<file path="src/rtl/dram_map_pkg.sv">
package dram_map_pkg;

  localparam int unsigned POS_W       = 6;
  localparam int unsigned ROW_LIST_N  = 17;
  localparam int unsigned COL_LIST_N  = 10;

  // Address position feeding row bit idx
  function automatic logic [POS_W-1:0] row_pos(input logic closed, input int unsigned idx);
    logic [POS_W-1:0] p;
    p = '0;
    if (closed) begin
      case (idx)
        0: p = 6'd15;  1: p = 6'd16;  2: p = 6'd17;  3: p = 6'd18;
        4: p = 6'd20;  5: p = 6'd21;  6: p = 6'd22;  7: p = 6'd28;
        8: p = 6'd10;  9: p = 6'd11; 10: p = 6'd12; 11: p = 6'd13;
        12: p = 6'd29; 13: p = 6'd30; 14: p = 6'd31; 15: p = 6'd32;
        16: p = 6'd33;
        default: p = '0;
      endcase
    end else begin
      case (idx)
        0: p = 6'd14;  1: p = 6'd15;  2: p = 6'd16;  3: p = 6'd20;
        4: p = 6'd28;  5: p = 6'd21;  6: p = 6'd22;  7: p = 6'd23;
        8: p = 6'd24;  9: p = 6'd25; 10: p = 6'd26; 11: p = 6'd27;
        12: p = 6'd29; 13: p = 6'd30; 14: p = 6'd31; 15: p = 6'd32;
        16: p = 6'd33;
        default: p = '0;
      endcase
    end
    return p;
  endfunction

  // Address position feeding column bit idx
  function automatic logic [POS_W-1:0] col_pos(input logic closed, input logic fine,
                                               input int unsigned idx);
    logic [POS_W-1:0] p;
    p = '0;
    if (closed) begin
      case (idx)
        0: p = 6'd3;  1: p = 6'd4;  2: p = 6'd5;  3: p = 6'd14; 4: p = 6'd19;
        5: p = 6'd23; 6: p = 6'd24; 7: p = 6'd25; 8: p = 6'd26; 9: p = 6'd27;
        default: p = '0;
      endcase
    end else if (fine) begin
      // skips address bit 6, which feeds the bank group instead
      p = (idx < 3) ? POS_W'(idx + 3) : POS_W'(idx + 4);
    end else begin
      p = POS_W'(idx + 3);
    end
    return p;
  endfunction

  function automatic int unsigned clamp_cnt(input int unsigned cnt, input int unsigned lim);
    return (cnt > lim) ? lim : cnt;
  endfunction

endpackage

</file>
<file path="src/rtl/dram_bit_gather.sv">
module dram_bit_gather #(
  parameter int unsigned ADDR_W = 34,
  parameter int unsigned N      = 17,
  parameter int unsigned CNT_W  = 5
) (
  input  logic [ADDR_W-1:0]                      addr,
  input  logic [N-1:0][dram_map_pkg::POS_W-1:0]  pos,
  input  logic [CNT_W-1:0]                       cnt,
  output logic [N-1:0]                           vec
);
  for (genvar i = 0; i < N; i++) begin : g_bit
    assign vec[i] = (cnt > CNT_W'(i)) ? addr[pos[i]] : 1'b0;
  end
endmodule

</file>
<file path="src/rtl/dram_bank_sel.sv">
module dram_bank_sel #(
  parameter int unsigned ADDR_W = 34
) (
  input  logic [ADDR_W-1:0] addr,
  input  logic              close_page,
  input  logic              fine_bank,
  input  logic              bank_hash,
  output logic [1:0]        bank,
  output logic [1:0]        bgroup
);
  logic [1:0] bank_raw, bank_xor, bg_raw, bg_xor;

  always_comb begin
    if (close_page) begin
      bank_raw = {addr[9], addr[8]};
      bank_xor = {addr[28], addr[22]};
      bg_raw   = {addr[7], addr[6]};
    end else begin
      bank_raw = {addr[19], addr[18]};
      bank_xor = {addr[23], addr[22]};
      bg_raw   = {addr[17], fine_bank ? addr[6] : addr[13]};
    end
    bg_xor = {addr[21], addr[20]};
  end

  assign bank   = bank_hash ? (bank_raw ^ bank_xor) : bank_raw;
  assign bgroup = bank_hash ? (bg_raw ^ bg_xor) : bg_raw;
endmodule

</file>
<file path="src/rtl/dram_out_stage.sv">
module dram_out_stage #(
  parameter int unsigned W       = 32,
  parameter bit          OUT_REG = 1'b1
) (
  input  logic         clk,
  input  logic         rst_n,
  input  logic         in_valid,
  input  logic [W-1:0] d,
  output logic         out_valid,
  output logic [W-1:0] q
);
  if (OUT_REG) begin : g_reg
    always_ff @(posedge clk or negedge rst_n) begin
      if (!rst_n) begin
        out_valid <= 1'b0;
        q         <= '0;
      end else begin
        out_valid <= in_valid;
        if (in_valid) q <= d;
      end
    end


    valid_follow_chk: assert property (@(posedge clk) disable iff (!rst_n)
      in_valid |=> out_valid);

    hold_when_idle_chk: assert property (@(posedge clk) disable iff (!rst_n)
      !in_valid |=> ($stable(q) && !out_valid));
  end else begin : g_comb
    assign out_valid = in_valid;
    assign q         = d;
  end
endmodule

</file>
<file path="src/rtl/dram_addr_mapper.sv">
module dram_addr_mapper #(
  parameter int unsigned ADDR_W  = 34,
  parameter int unsigned ROW_N   = dram_map_pkg::ROW_LIST_N,
  parameter int unsigned COL_N   = dram_map_pkg::COL_LIST_N,
  parameter bit          OUT_REG = 1'b1,
  localparam int unsigned ROW_CW = $clog2(ROW_N + 15),
  localparam int unsigned COL_CW = $clog2(COL_N + 6),
  localparam int unsigned COL_OW = COL_N + 1
) (
  input  logic              clk,
  input  logic              rst_n,
  input  logic              in_valid,
  input  logic [ADDR_W-1:0] rank_addr,
  input  logic              close_page,
  input  logic              fine_bank,
  input  logic              bank_hash,
  input  logic [ROW_CW-1:0] row_bits,
  input  logic [COL_CW-1:0] col_bits,
  output logic              out_valid,
  output logic [ROW_N-1:0]  row,
  output logic [COL_OW-1:0] col,
  output logic [1:0]        bank,
  output logic [1:0]        bgroup
);
  import dram_map_pkg::*;

  localparam int unsigned PACK_W = ROW_N + COL_OW + 4;

  logic [ROW_N-1:0][POS_W-1:0] row_sel;
  logic [COL_N-1:0][POS_W-1:0] col_sel;
  logic [ROW_CW-1:0]           row_cnt;
  logic [COL_CW-1:0]           col_cnt;
  logic [ROW_N-1:0]            row_c;
  logic [COL_N-1:0]            colg_c;
  logic [COL_OW-1:0]           col_c;
  logic [1:0]                  bank_c, bg_c;
  logic [PACK_W-1:0]           pack_c, pack_q;

  always_comb begin
    for (int unsigned i = 0; i < ROW_N; i++) row_sel[i] = row_pos(close_page, i);
    for (int unsigned i = 0; i < COL_N; i++) col_sel[i] = col_pos(close_page, fine_bank, i);
    row_cnt = ROW_CW'(clamp_cnt(int'(row_bits), ROW_N));
    col_cnt = COL_CW'(clamp_cnt(int'(col_bits), COL_N));
  end

  dram_bit_gather #(.ADDR_W(ADDR_W), .N(ROW_N), .CNT_W(ROW_CW)) u_row (
    .addr(rank_addr), .pos(row_sel), .cnt(row_cnt), .vec(row_c));

  dram_bit_gather #(.ADDR_W(ADDR_W), .N(COL_N), .CNT_W(COL_CW)) u_col (
    .addr(rank_addr), .pos(col_sel), .cnt(col_cnt), .vec(colg_c));

  // auto-precharge bit sits just above the gathered column bits
  assign col_c = {close_page, colg_c};

  dram_bank_sel #(.ADDR_W(ADDR_W)) u_bank (
    .addr(rank_addr), .close_page(close_page), .fine_bank(fine_bank),
    .bank_hash(bank_hash), .bank(bank_c), .bgroup(bg_c));

  assign pack_c = {row_c, col_c, bank_c, bg_c};

  dram_out_stage #(.W(PACK_W), .OUT_REG(OUT_REG)) u_out (
    .clk(clk), .rst_n(rst_n), .in_valid(in_valid), .d(pack_c),
    .out_valid(out_valid), .q(pack_q));

  assign {row, col, bank, bgroup} = pack_q;


  ap_bit_closed_chk: assert property (@(posedge clk) disable iff (!rst_n)
    close_page |-> col_c[COL_N]);

  row_mask_chk: assert property (@(posedge clk) disable iff (!rst_n)
    (row_bits < ROW_CW'(ROW_N)) |-> ((row_c >> row_bits) == '0));

  col_mask_chk: assert property (@(posedge clk) disable iff (!rst_n)
    (col_bits < COL_CW'(COL_N)) |-> ((colg_c >> col_bits) == '0));

  bank_plain_chk: assert property (@(posedge clk) disable iff (!rst_n)
    (close_page && !bank_hash) |-> (bank_c == {rank_addr[9], rank_addr[8]}));

  bg_hash_open_chk: assert property (@(posedge clk) disable iff (!rst_n)
    (!close_page && bank_hash) |->
      (bg_c == ({rank_addr[17], (fine_bank ? rank_addr[6] : rank_addr[13])}
                ^ {rank_addr[21], rank_addr[20]})));
endmodule

</file>
<file path="config.mk">
export PLATFORM = sky130hd
export DESIGN_NAME = dram_addr_mapper
export DESIGN_NICKNAME = d
export VERILOG_FILES = /design/src/rtl/dram_map_pkg.sv /design/src/rtl/dram_bit_gather.sv /design/src/rtl/dram_bank_sel.sv /design/src/rtl/dram_out_stage.sv /design/src/rtl/dram_addr_mapper.sv
export SDC_FILE = /design/constraint.sdc
export NUM_CORES = 1
export LEC_CHECK = 0
export BUFFER_PORTS_ARGS = -buffer_cell sky130_fd_sc_hd__buf_2
export CORE_UTILIZATION = 51
export DETAILED_ROUTE_END_ITERATION = 8
export HOLD_SLACK_MARGIN = 0.03
export PLACE_DENSITY = 0.94
export SLEW_MARGIN = 20
export SYNTH_ARGS = -nofsm -noshare
export SYNTH_HDL_FRONTEND = slang
export SYNTH_SLANG_ARGS = --single-unit
</file>
<file path="constraint.sdc">
create_clock -name clk -period 1.4 [get_ports clk]
set_clock_uncertainty 0.1 [all_clocks]
set_input_delay 0.42 -clock clk [delete_from_list [all_inputs] [get_ports clk]]
set_output_delay 0.42 -clock clk [all_outputs]
set_load 0.03 [all_outputs]
</file>
==> flow_summary.ini <==
[cts]
cts_buffers = 5
clock_sinks = 33
cts_tree = built
cts-root-buf = clkbuf_4
clkTransAtPathRegs_ns = 0.10
clockBufferDepth = 2
clk_latency_ns = 0.34
htreeDepth = 2

[cells_and_area]
fin_nets = 354
final_common_cell = buf_4
stdcell_area_sq_um = 2870
diodes = 0
regArea_sq_um = 826
fin_util_pct = 84.0
multi_input_area_sq_um = 897
area_delta_synth_final_pct = 54.8
drive_gt1_share_pct = 47.7
layout_common_cells = buf_4 (47), buf_2 (45), buf_6 (33), dfrtp_1 (33), nand2_1 (19)
fillCellCount = 205
final_cells = 352

[place]
preCtsSetupSlack_ns = -0.165
hpwl_um = 3940
postPlaceCellArea_sq_um = 2420
routabilityCongestion = 0.856
dp_cells = 320
io_buffer_count = 78

[floorplan]
dieHeight_um = 62.3
core_sq_um = 3420
num_io_pins = 82
die_w_um = 62.3
dieArea_sq_um = 3880
num_rows = 21
start_util_pct = 54.2

[logic_synthesis]
synthTopCellsByArea = dfrtp_1 (45%), mux2i_1 (7.0%), mux2_2 (4.9%)
synth_area_sq_um = 1850
synthFlopType = dfrtp_1
yosysSeqAreaShare_pct = 44.6
synth.distinct_cells = 39
synth_top_area_cell = dfrtp_1
synth_edf_count = 0
yosys_warnings = 0
syn_avg_cell_area_sq_um = 9.86
syn_nets = 237
async_flop_share_pct = 100
yosys_register_bits = 33
synth_top_cell_area_share_pct = 44.6
synth_cells = 188

[sta]
finalSetupTns_ns = -0.606
setup_viol = 32
period_share_pct = 103
slew_viol_final = 0
worstMarginPinSlew_ns = 0.382
fmax_ghz = 0.695
period_minus_slack_ns = 1.44
rsz0062_at_grt = true
finalHoldViolCount = 0
fin_ws_ns = -0.0395
hold_slack_ns = 0.205
relSlewSlack_pct = 74.5

[routing]
drt-pass1-iter-count = 5
wl_met3_um = 470
wl_um = 6520
routedWlPerCell_um = 18.5
wl_met2_um = 3320
final_antenna_net_count = 0
num_vias = 2080
vias_per_cell = 5.91
first_iter_violations = 162
met1_length_um = 2350
highest_layer = met4
drc = 0

[grt]
grt_pass1_vias = 1984
grt_max_degree = 30
grt_pass1_wl_um = 9810
grt_overflow = 0
grt_usage_pct = 33.4
antenna_found_initial = 0

[run]
drv_cap = 0

[setup_path]
required_ns = 0.88
critical_path.slowest_cell = dfrtp_1
cp_num_buf_inv = 1
path_delay_family = flip-flops
path_max_fanout = 2
cp.arrival_ns = 0.92
path_cells = buf_6
cp-start-kind = flip-flop
crit_path_end_kind = output port
crit_type = reg2out
slowest_delay_ns = 0.42

[power]
p_total_mw = 2.69
p_per_area_nw_per_um2 = 937
power_leakage_nw = 1.46
ir_drop_mv = 0.758

[run_status]
status = finished, violations left
violations = setup timing

[worst_hold_path]
hold_path_class = in2reg
[routing by layer]
metal  GRT usage [%]  vias to the layer above
li1                -                      924
met1            38.8                      971
met2            55.8                      146
met3            7.54                       39
met4            20.6                        0
met5               0                        -
[sequential cells by signal, indices dropped and copies added (netlist names)]
| register | flops |
|---|---|
| u_out.q | 32 |
| u_out.out_valid | 1 |
[Yosys cell counts, types with 2 or more instances]
cell type	count
o21ai_0	14
o211ai_1	2
nand3_1	3
a31oi_1	2
o22ai_1	2
nor3_1	5
buf_6	3
buf_2	8
nor2b_1	2
a211oi_1	3
inv_1	10
o41ai_1	2
o2bb2ai_1	10
o21a_1	4
clkbuf_1	7
nor2_1	4
mux2i_1	13
dfrtp_1	33
a22o_1	3
o311ai_1	2
mux2_2	8
a21oi_1	6
nand2_1	19
a21o_1	5
xor2_1	3
o311ai_0	2
[worst min-delay path, delay by kind of cell]
family,cells,cell delay [ns]
AOI/OAI and AO/OA,1,0.06
buffers and inverters,1,0.09
and+or+nand+nor,1,0.05
[final timing paths]
path                            slack (ns)           from     endpoint  cells past startpoint
max in group asynchronous             0.35          rst_n  u_out.q[12]                      3
worst max register to register        0.35    u_out.q[17]  u_out.q[17]                      2
worst min-delay path                  0.21  rank_addr[30]  u_out.q[28]                      3
worst min register to register        0.43     u_out.q[4]   u_out.q[4]                      2
min in group asynchronous             0.43          rst_n   u_out.q[1]                      2
worst max-delay path                 -0.04    u_out.q[30]      row[15]                      1
[timing repair]
item | in CTS | in global routing
setup buffers | 10 | 13
endpoints found under the hold margin | 12 | 0
hold buffers | 1 | 0
gates cloned | 0 | 0
resized for setup | 64 | 4
setup endpoints to repair | 32 | 34
[power by group]
group,total (mW),internal (mW),switching (mW)
logic,1.03,0.497,0.535
clock network,0.524,0.191,0.333
registers,1.13,1.05,0.0797
total,2.69,1.74,0.948
[logic make-up after synthesis]
logic type,share of synthesized area (%)
mux,11.9
compound gates,24.5
buf+inv,7.43
flops,44.6
xor+xnor,1.42
simple gates,10.2
[area by class of cell]
type | instances | area share [%]
timing repair buffer | 128 | 34.8
multi-input combinational | 127 | 31.3
sequential | 33 | 28.8
tap | 46 | 2.01
clock buffer | 6 | 1.44
inverter | 10 | 1.31
clock inverter | 2 | 0.349
No activity file was read; power rests on OpenSTA's default activity.
